[src/rtl/dec66_pkg.sv]
package dec66_pkg;
  typedef enum logic [2:0] {BK_CTRL, BK_START, BK_TERM, BK_DATA, BK_BAD} blk_kind_e;

  localparam logic [7:0] CH_START = 8'hFB;
  localparam logic [7:0] CH_TERM  = 8'hFD;
  localparam logic [7:0] CH_ERR   = 8'hFE;

  localparam logic [7:0] TY_CTRL   = 8'h17;
  localparam logic [7:0] TY_START0 = 8'h71;
  localparam logic [7:0] TY_START4 = 8'h3C;
  // terminate type for end position p sits at [8p+7:8p]
  localparam logic [63:0] TY_TERMS = {8'hFF, 8'hE8, 8'hD4, 8'hC3,
                                      8'hB2, 8'hA5, 8'h99, 8'h8E};

  function automatic logic [7:0] code_to_char(input logic [6:0] code);
    case (code)
      7'h16:   return 8'hBC;
      7'h19:   return 8'h3C;
      7'h25:   return 8'h1C;
      7'h2A:   return 8'hF7;
      7'h43:   return 8'hFE;
      7'h4C:   return 8'hFC;
      default: return CH_ERR;
    endcase
  endfunction
endpackage

[src/rtl/dec66_descrambler.sv]
module dec66_descrambler #(
  parameter int W        = 64,
  parameter int POLY_LEN = 58,
  parameter int POLY_TAP = 39
) (
  input  logic         clk,
  input  logic         rst,
  input  logic         en,
  input  logic [W-1:0] din,
  output logic [W-1:0] dout,
  output logic         primed
);
  localparam int PRIME_N = (POLY_LEN + W - 1) / W;
  localparam int CW      = $clog2(PRIME_N + 1);
  localparam int OFS     = POLY_LEN - POLY_TAP;

  logic [POLY_LEN-1:0]   hist_q;
  logic [W+POLY_LEN-1:0] ext;
  logic [CW-1:0]         cnt_q;

  assign ext    = {din, hist_q};
  assign primed = (cnt_q == CW'(PRIME_N));

  for (genvar i = 0; i < W; i++) begin : g_bit
    assign dout[i] = ext[i+POLY_LEN] ^ ext[i+OFS] ^ ext[i];
  end

  always_ff @(posedge clk) begin
    if (rst) begin
      hist_q <= '0;
      cnt_q  <= '0;
    end else if (en) begin
      hist_q <= din[W-1:W-POLY_LEN];
      if (!primed) cnt_q <= cnt_q + CW'(1);
    end
  end

  AST_PRIME_MONO: assert property (@(posedge clk) disable iff (rst)
    primed |=> primed);
endmodule

[src/rtl/dec66_unpack.sv]
module dec66_unpack
  import dec66_pkg::*;
#(
  parameter int LANES = 8
) (
  input  logic [1:0]         hdr,
  input  logic [8*LANES-1:0] body,
  output logic [8*LANES-1:0] lane_data,
  output logic [LANES-1:0]   lane_ctrl,
  output blk_kind_e          kind
);
  logic [7:0] ty;
  logic [7:0] cmap [LANES];
  logic [7:0] ld   [LANES];
  logic [LANES-1:0] lc;

  assign ty = body[7:0];

  for (genvar k = 0; k < LANES; k++) begin : g_code
    assign cmap[k] = code_to_char(body[8+7*k +: 7]);
    assign lane_data[8*k +: 8] = ld[k];
  end
  assign lane_ctrl = lc;

  always_comb begin
    kind = BK_BAD;
    lc   = '1;
    for (int k = 0; k < LANES; k++) ld[k] = CH_ERR;
    if (hdr == 2'b01) begin
      kind = BK_DATA;
      lc   = '0;
      for (int k = 0; k < LANES; k++) ld[k] = body[8*k +: 8];
    end else if (hdr == 2'b10) begin
      if (ty == TY_CTRL) begin
        kind = BK_CTRL;
        for (int k = 0; k < LANES; k++) ld[k] = cmap[k];
      end else if (ty == TY_START0) begin
        kind  = BK_START;
        ld[0] = CH_START;
        for (int k = 1; k < LANES; k++) begin
          ld[k] = body[8*k +: 8];
          lc[k] = 1'b0;
        end
      end else if (ty == TY_START4) begin
        kind = BK_START;
        for (int k = 0; k < LANES; k++) begin
          if (k < 4)       ld[k] = cmap[k];
          else if (k == 4) ld[k] = CH_START;
          else begin
            ld[k] = body[8*k +: 8];
            lc[k] = 1'b0;
          end
        end
      end else begin
        for (int p = 0; p < LANES; p++) begin
          if (ty == TY_TERMS[8*p +: 8]) begin
            kind = BK_TERM;
            for (int k = 0; k < LANES; k++) begin
              if (k < p) begin
                ld[k] = body[8+8*k +: 8];
                lc[k] = 1'b0;
              end else if (k == p) begin
                ld[k] = CH_TERM;
              end else begin
                ld[k] = cmap[k];
              end
            end
          end
        end
      end
    end
  end
endmodule

[src/rtl/dec66_seq.sv]
module dec66_seq
  import dec66_pkg::*;
(
  input  logic      clk,
  input  logic      rst,
  input  logic      blk_valid,
  input  blk_kind_e kind,
  output logic      force_err
);
  logic in_pkt_q;
  logic in_pkt_d;

  always_comb begin
    force_err = 1'b0;
    in_pkt_d  = in_pkt_q;
    if (blk_valid) begin
      if (in_pkt_q) force_err = (kind == BK_START) || (kind == BK_CTRL);
      else          force_err = (kind == BK_DATA)  || (kind == BK_TERM);
      case (kind)
        BK_START:         in_pkt_d = 1'b1;
        BK_TERM, BK_CTRL: in_pkt_d = 1'b0;
        default:          in_pkt_d = in_pkt_q;
      endcase
    end
  end

  always_ff @(posedge clk) begin
    if (rst) in_pkt_q <= 1'b0;
    else     in_pkt_q <= in_pkt_d;
  end

  AST_STATE_HOLD: assert property (@(posedge clk) disable iff (rst)
    !blk_valid |=> $stable(in_pkt_q));
  AST_START_ENTERS: assert property (@(posedge clk) disable iff (rst)
    (blk_valid && kind == BK_START) |=> in_pkt_q);
  AST_TERM_LEAVES: assert property (@(posedge clk) disable iff (rst)
    (blk_valid && kind == BK_TERM) |=> !in_pkt_q);
  AST_RESET_OUTSIDE: assert property (@(posedge clk)
    $past(rst) |-> !in_pkt_q);
endmodule

[src/rtl/dec66_rx.sv]
module dec66_rx
  import dec66_pkg::*;
#(
  parameter int LANES    = 8,
  parameter int POLY_LEN = 58,
  parameter int POLY_TAP = 39
) (
  input  logic               clk,
  input  logic               rst,
  input  logic               in_valid,
  input  logic [1:0]         in_hdr,
  input  logic [8*LANES-1:0] in_body,
  output logic               out_valid,
  output logic [8*LANES-1:0] out_data,
  output logic [LANES-1:0]   out_ctrl
);
  localparam int BW = 8 * LANES;

  logic [BW-1:0]    plain;
  logic             primed;
  logic [BW-1:0]    lane_data;
  logic [LANES-1:0] lane_ctrl;
  blk_kind_e        kind;
  logic             blk_ok;
  logic             seq_force;

  dec66_descrambler #(.W(BW), .POLY_LEN(POLY_LEN), .POLY_TAP(POLY_TAP)) u_descr (
    .clk(clk), .rst(rst), .en(in_valid), .din(in_body),
    .dout(plain), .primed(primed)
  );

  dec66_unpack #(.LANES(LANES)) u_unpack (
    .hdr(in_hdr), .body(plain),
    .lane_data(lane_data), .lane_ctrl(lane_ctrl), .kind(kind)
  );

  assign blk_ok = in_valid && primed;

  dec66_seq u_seq (
    .clk(clk), .rst(rst), .blk_valid(blk_ok), .kind(kind), .force_err(seq_force)
  );

  always_ff @(posedge clk) begin
    if (rst) begin
      out_valid <= 1'b0;
      out_data  <= '0;
      out_ctrl  <= '0;
    end else begin
      out_valid <= blk_ok;
      if (seq_force) begin
        out_data <= {LANES{CH_ERR}};
        out_ctrl <= '1;
      end else begin
        out_data <= lane_data;
        out_ctrl <= lane_ctrl;
      end
    end
  end

  AST_PRIME_GATE: assert property (@(posedge clk) disable iff (rst)
    (in_valid && !primed) |=> !out_valid);
  AST_VALID_SRC: assert property (@(posedge clk) disable iff (rst)
    out_valid |-> $past(in_valid));
  AST_FORCE_ALL_ERR: assert property (@(posedge clk) disable iff (rst)
    (blk_ok && seq_force) |=> (out_ctrl == '1 && out_data == {LANES{CH_ERR}}));
  AST_BAD_HDR_ERR: assert property (@(posedge clk) disable iff (rst)
    (blk_ok && (in_hdr == 2'b00 || in_hdr == 2'b11)) |=> (out_ctrl == '1));
endmodule

[config.mk]
export PLATFORM = sky130hd
export DESIGN_NAME = dec66_rx
export DESIGN_NICKNAME = d
export VERILOG_FILES = /design/src/rtl/dec66_pkg.sv /design/src/rtl/dec66_descrambler.sv /design/src/rtl/dec66_unpack.sv /design/src/rtl/dec66_seq.sv /design/src/rtl/dec66_rx.sv
export SDC_FILE = /design/constraint.sdc
export NUM_CORES = 1
export LEC_CHECK = 0
export BUFFER_PORTS_ARGS = -buffer_cell sky130_fd_sc_hd__clkbuf_2
export CAP_MARGIN = 20
export CORE_MARGIN = 2
export CORE_UTILIZATION = 52
export CTS_CLUSTER_DIAMETER = 80
export CTS_CLUSTER_SIZE = 8
export DETAILED_ROUTE_END_ITERATION = 6
export PLACE_DENSITY = 0.77
export SKIP_CTS_REPAIR_TIMING = 1
export SLEW_MARGIN = 10
export SYNTH_ARGS = -nofsm -noshare
export SYNTH_HDL_FRONTEND = slang
export SYNTH_SLANG_ARGS = --single-unit
[constraint.sdc]
create_clock -name clk -period 3 [get_ports clk]
set_input_delay 0.6 -clock clk [delete_from_list [all_inputs] [get_ports clk]]
set_output_delay 0.6 -clock clk [all_outputs]
set_load 0.02 [all_outputs]
==> metrics.md, run 1 <==
| Metric | Value |
|---|---|
| Crit path kind | `register to register` |
| Wire length per cell | `23.5 µm` |
| Critical R2R Capture | `out_data[3]` |
| Root buffer cell | `clkbuf_16` |
| Post-synthesis sequential area ratio | `31.2%` |
| Initial antenna violation count | `0` |
| GRT Total Usage | `37.0%` |
| DRC viols | `0` |
| CP Launch Point | `u_descr.hist_q[6]` |
| Maxcap violations | `0` |
| Status | `complete, no violations` |
| # diodes | `0` |
| Clock sink total | `133` |
| Syn avg cell area | `9.18 µm²` |
| Most common cell after layout, fill and taps aside | `clkbuf_2` |
| Critical path data arrival time | `3.20 ns` |
| Hold endpoint | `u_descr.hist_q[27]` |
| Final setup fails | `0` |
| Global placer's final weighted congestion | `1.03` |
| Final hold slack | `0.433 ns` |
| Largest net degree at the start of global routing | `78` |
| H-tree Lvls | `4` |
| RSZ-0062 raised after global routing | `true` |
| Share of layout cells above drive strength 1 | `29.3%` |
| Vias in the first global route | `8433` |
| Slew headroom | `31.1%` |
| Final Util | `69.1%` |
| Clock Path Buffers | `2` |
| Post-DP HPWL | `25.1 mm` |
| Final-report max-slew violation count | `0` |
| R2r setup slk | `0.08 ns` |
| Total Routed Length | `32.8 mm` |
| Syn-to-layout area delta | `28.9%` |
| Synth area leader | `dfxtp_1` |
| Fin Setup TNS | `0 ns` |
| Post-synthesis async set-or-reset flop share | `0%` |
| HP Class | `input port to register` |
| Syn Nets | `1000` |
| Worst VDD drop | `0.498 mV` |
| Via density | `6.30` |
| Initial drt markers | `1041` |
| Hold Vio Cnt, Final | `0` |
| Die Area | `17500 µm²` |
| Predominant post-synthesis flop cell | `dfxtp_1` |
| First-pass GRT wire length | `48.9 mm` |
| Critical Path Source Type | `register` |
| FF+latch count, synth | `133` |
| Reg2reg start | `u_descr.hist_q[6]` |
| Skew final | `0.00704 ns` |
| Die Width | `132 µm` |
| Crit end category | `register` |
| Power per cell area | `559 nW/µm²` |
| Chip Height | `132 µm` |
| Crit path time final | `2.92 ns` |
| CP max FO | `5` |
| Mapped cell area | `8540 µm²` |
| Place WS | `-0.0223 ns` |
| CTS Buf Count | `17` |
| Synth cell types | `69` |
| I/O Pins | `142` |
| Ranking of synthesized cells by area | `dfxtp_1, xor3_1, mux2i_1, a21oi_1, xnor3_1` |
| Worst-margin pin slew | `1.03 ns` |
| Critical Path RT | `3.28 ns` |
| CTS tree | `yes` |
| Cell count after synthesis | `931` |
| Initial Util | `53.6%` |
| Tcrit/Tclk final | `97.3%` |
| Router iterations before antenna repair | `7` |
| Port Buffer Count | `141` |
| Core area | `15900 µm²` |
| Worst skew pair latency | `0.43 ns` |
| Setup slack after layout | `0.0802 ns` |
| Worst Hold Launch | `in_body[33]` |
| Post-synth EDFFs | `0` |
| Most frequent cells in the layout | `clkbuf_2, dfxtp_1, buf_4, nor2_1, a21oi_1` |
| Synth warnings | `0` |
| FF-to-FF path depth | `10` |
| WHS Path Cells | `3` |
| GRT overflow | `0` |
| Routed vias | `8792` |
| Fin nets | `1235` |
| Fmax | `342 MHz` |
| Synth top area share | `31.2%` |
| Leak | `0.00494 µW` |
| Clock-pin slew on the worst setup and hold paths | `0.06 ns` |
| Antenna-violating nets left | `0` |
| Num rows | `46` |
cell families after synthesis:
kind of cell | share of synthesized area [%]
xor gates and xnor gates | 20.4
muxes | 6.80
DFF | 31.2
AOI/OAI and AO/OA | 20.1
buffers and inverters | 2.94
and+or+nand+nor | 18.6
cells in the mapped netlist (all sizes together) (4+ instances only):
cell and n:
o2111ai 5, a211oi 7, nand3 9, o32ai 7
nor3 27, o21ai 41, o221ai 4, mux2i 58
nand2b 11, or2 4, o22ai 43, or4 10
and3 7, and2 4, a221oi 4, nand2 71
xor3 34, clkbuf 39, xor2 17, or4b 4
o211ai 5, a21oi 99, nor2 108, xnor2 41
a31oi 15, xnor3 19, buf 17, nor4 22
inv 4, dfxtp 133, o21a 4, nor2b 4
nand4 9, a22oi 5
metal layers:
layer / vias to the layer above / GRT usage (%) / part of all wire [%]
li1: 3936 / - / -
met1: 4118 / 48.3 / 41
met2: 617 / 55.5 / 43
met3: 121 / 11.0 / 11
met4: 0 / 19.2 / 5.5
met5: - / 0 / 0
worst max path at each step:
stage | to | slack, ns | cells after the start
after floorplan | out_ctrl[7] | 0.09 | 11
after global placement | out_data[60] | -0.009 | 13
after detailed placement | out_data[45] | -0.02 | 13
after CTS | out_data[3] | 0.09 | 10
after global routing | out_data[21] | -0.05 | 10
final | out_data[3] | 0.08 | 10
layout make-up:
class	instances	area [µm²]
Clock buffer	17	425
Multi-Input combinational cell	738	5680
Timing Repair Buffer	272	1740
Clock inverter	15	226
Sequential cell	133	2660
Inverter	4	15.0
Fill cell	1274	4930
Tap cell	216	270
power breakdown:
part | switching (µW) | internal (µW) | total, µW
Combinational | 1090 | 745 | 1840
Clock | 866 | 1480 | 2350
Sequential | 82.9 | 1890 | 1970
Total | 2040 | 4120 | 6160
flip-flops by register name, summed over array words and instances, names as in the netlist:
register	flops
out_valid	1
out_ctrl	8
u_descr.primed	1
u_seq.in_pkt_q	1
u_descr.hist_q	58
out_data	64
critical path, stage by stage (launching register included):
cell	delay, ns
dfxtp_1	0.39
xor3_1	0.53
or2_1	0.29
buf_4	0.16
nor4_4	0.23
buf_4	0.21
nor2_1	0.07
nor4_2	0.41
a21oi_1	0.11
o22ai_1	0.25
a21oi_1	0.12
through the flow:
stage,area [µm²],instances,total power (µW)
2_1_floorplan,8540,931,3010
3_3_place_gp,10300,1363,3750
5_1_grt,11000,1395,6330
4_1_cts,11000,1395,6100
3_5_place_dp,10300,1363,3760
6_report,11000,1395,6160
No activity file was read; power rests on OpenSTA's default activity.
==> inputs of run 2 (changes only) <==
RECOVER_POWER = 100   (was default)
==> run 2 against run 1 <==
Against the previous run: the flow now finishes with violations (DRC, capacitance limit, slew limit); register-to-register slack better by 0.02 ns; setup slack better by 0.020 ns; largest power group unchanged; utilization is 0.82 points lower; critical endpoint unchanged; worst hold slack worse by 0.0037 ns; sequential power hardly changed; cell count stayed put.
==> metrics.md, run 2 (same netlist as run 1, synthesis figures left out) <==
| Metric | Value |
|---|---|
| Status | `complete, but fails checks` |
| Failing checks | `DRC, capacitance limit, slew limit` |
| Worst VDD drop | `0.497 mV (-0.27%)` |
| Reg area | `2660 µm² (unchanged)` |
| Most common cell after layout, fill and taps aside | `dfxtp_1` |
| HP Class | `input port to register` |
| # diodes | `0 (unchanged)` |
| Most frequent cells in the layout | `dfxtp_1, buf_4, nor2_1, a21oi_1, clkbuf_1` |
| Num rows | `46 (unchanged)` |
| Leak | `0.00471 µW (-4.7%)` |
| Crit path time final | `2.90 ns (-0.0203 ns)` |
| Clock sink total | `133 (unchanged)` |
| Filler cell count | `1321 (+3.7%)` |
| Wire length per cell | `23.5 µm (about the same)` |
| Initial Util | `53.6% (unchanged)` |
| Worst-margin pin slew | `1.56 ns (+0.536 ns)` |
| Total Routed Length | `32.8 mm (about the same)` |
| GRT Total Usage | `37.0% (unchanged)` |
| CTS tree | `yes` |
| Largest net degree at the start of global routing | `78 (unchanged)` |
| FF-to-FF path depth | `10 (unchanged)` |
| Critical Path Source Type | `register` |
| Skew final | `0.00616 ns (-0.000882 ns)` |
| Largest registers | `out_data x64, u_descr.hist_q x58, out_ctrl x8` |
| Critical Path RT | `3.29 ns (about the same)` |
| Chip Height | `132 µm (unchanged)` |
| Share of layout cells above drive strength 1 | `22.3% (-7.0 points)` |
| Vias in the first global route | `8433 (unchanged)` |
| Clock Path Buffers | `2 (unchanged)` |
| H-tree Lvls | `4 (unchanged)` |
| DRC viols | `31 (+31)` |
| WHS Path Cells | `3 (unchanged)` |
| Maxcap violations | `1 (+1)` |
| Port Buffer Count | `141 (unchanged)` |
| Antenna-violating nets left | `0 (unchanged)` |
| Tcrit/Tclk final | `96.7% (-0.68 points)` |
| Via density | `6.29 (-0.16%)` |
| Clock-pin slew on the worst setup and hold paths | `0.06 ns (about the same)` |
| Multi-input gate area | `5650 µm² (-0.53%)` |
| Crit end category | `register` |
| Final-report max-slew violation count | `48 (+48)` |
| Hold Vio Cnt, Final | `0 (unchanged)` |
| First-pass GRT wire length | `48.9 mm (unchanged)` |
| Root buffer cell | `clkbuf_16` |
| Met1 usage | `48.3% (unchanged)` |
| Router iterations before antenna repair | `7 (unchanged)` |
| Syn-to-layout area delta | `27.4%` |
| Routed vias | `8778 (-0.16%)` |
| Initial antenna violation count | `0 (unchanged)` |
| Worst skew pair latency | `0.43 ns (about the same)` |
| Crit path kind | `register to register` |
| Max reg flops | `64 (unchanged)` |
| Final hold slack | `0.430 ns (-0.00370 ns)` |
| Core area | `15900 µm² (unchanged)` |
| I/O Pins | `142 (unchanged)` |
| Power per cell area | `563 nW/µm² (+0.77%)` |
| Die Area | `17500 µm² (unchanged)` |
| Global placer's final weighted congestion | `1.03 (unchanged)` |
| GRT met3 Usage | `11.0% (unchanged)` |
| Final setup fails | `0 (unchanged)` |
| Place WS | `-0.0223 ns (unchanged)` |
| CTS Buf Count | `17 (unchanged)` |
| Setup slack after layout | `0.100 ns (+0.0203 ns)` |
| GRT overflow | `0 (unchanged)` |
| Critical path data arrival time | `3.19 ns (about the same)` |
| Fmax | `345 MHz (+0.70%)` |
| Fin nets | `1235 (unchanged)` |
| GR Util met2 | `55.5% (unchanged)` |
| Busiest grt layer | `met2` |
| Post-DP HPWL | `25.1 mm (unchanged)` |
| Die Width | `132 µm (unchanged)` |
| Largest Register | `out_data` |
| RSZ-0062 raised after global routing | `true` |
| Initial drt markers | `1080 (+3.7%)` |
| CP max FO | `5 (unchanged)` |
| Slew headroom | `-4.20% (-35 points)` |
run 2: stage by stage:
stage	util [%]	cell area, µm²	std cells	power, µW	setup TNS, ns
after CTS	68.8	11000	1395	6100	0
after global placement	64.7	10300	1363	3750	-0.0226
after global routing	68.3	10900	1395	6310	-0.190
after floorplan	-	8540	931	3010	0
after detailed placement	64.7	10300	1363	3760	-0.139
final	68.3	10900	1395	6130	0
run 2: power by group:
group,internal (µW),switching (µW),total (µW)
combinational,724,1090,1810
clock,1480,865,2350
sequential,1890,82.3,1970
run 2: critical path, stage by stage (launching register included):
cell and delay, ns:
dfxtp_1 0.38, xor3_1 0.53, or2_1 0.29, buf_4 0.15, nor4_4 0.23, buf_4 0.21, nor2_1 0.06, nor4_2 0.41
a21oi_1 0.11, o22ai_1 0.25, a21oi_1 0.12
run 2: final timing paths:
check / from / endpoint / slack, ns
setup / recovery: u_descr.hist_q[6] / out_data[3] / 0.10
hold / removal: in_body[33] / u_descr.hist_q[27] / 0.43
setup reg to reg: u_descr.hist_q[6] / out_data[3] / 0.10
hold reg to reg: u_descr.primed / u_descr.primed / 0.49
run 2: metal layers:
layer,wire (µm),vias to the layer above,share of wire (%)
met1,13300,4096,41
met3,3610,126,11
met4,1800,0,5.5
li1,-,3937,-
met2,14100,619,43
met5,0,-,0
run 2: layout make-up:
type | count | share of cell area, %
Multi-Input combinational cell | 738 | 51.9
Timing Repair Buffer | 272 | 15.0
Inverter | 4 | 0.138
Tap cell | 216 | 2.48
Clock buffer | 17 | 3.91
Clock inverter | 15 | 2.08
Sequential cell | 133 | 24.5
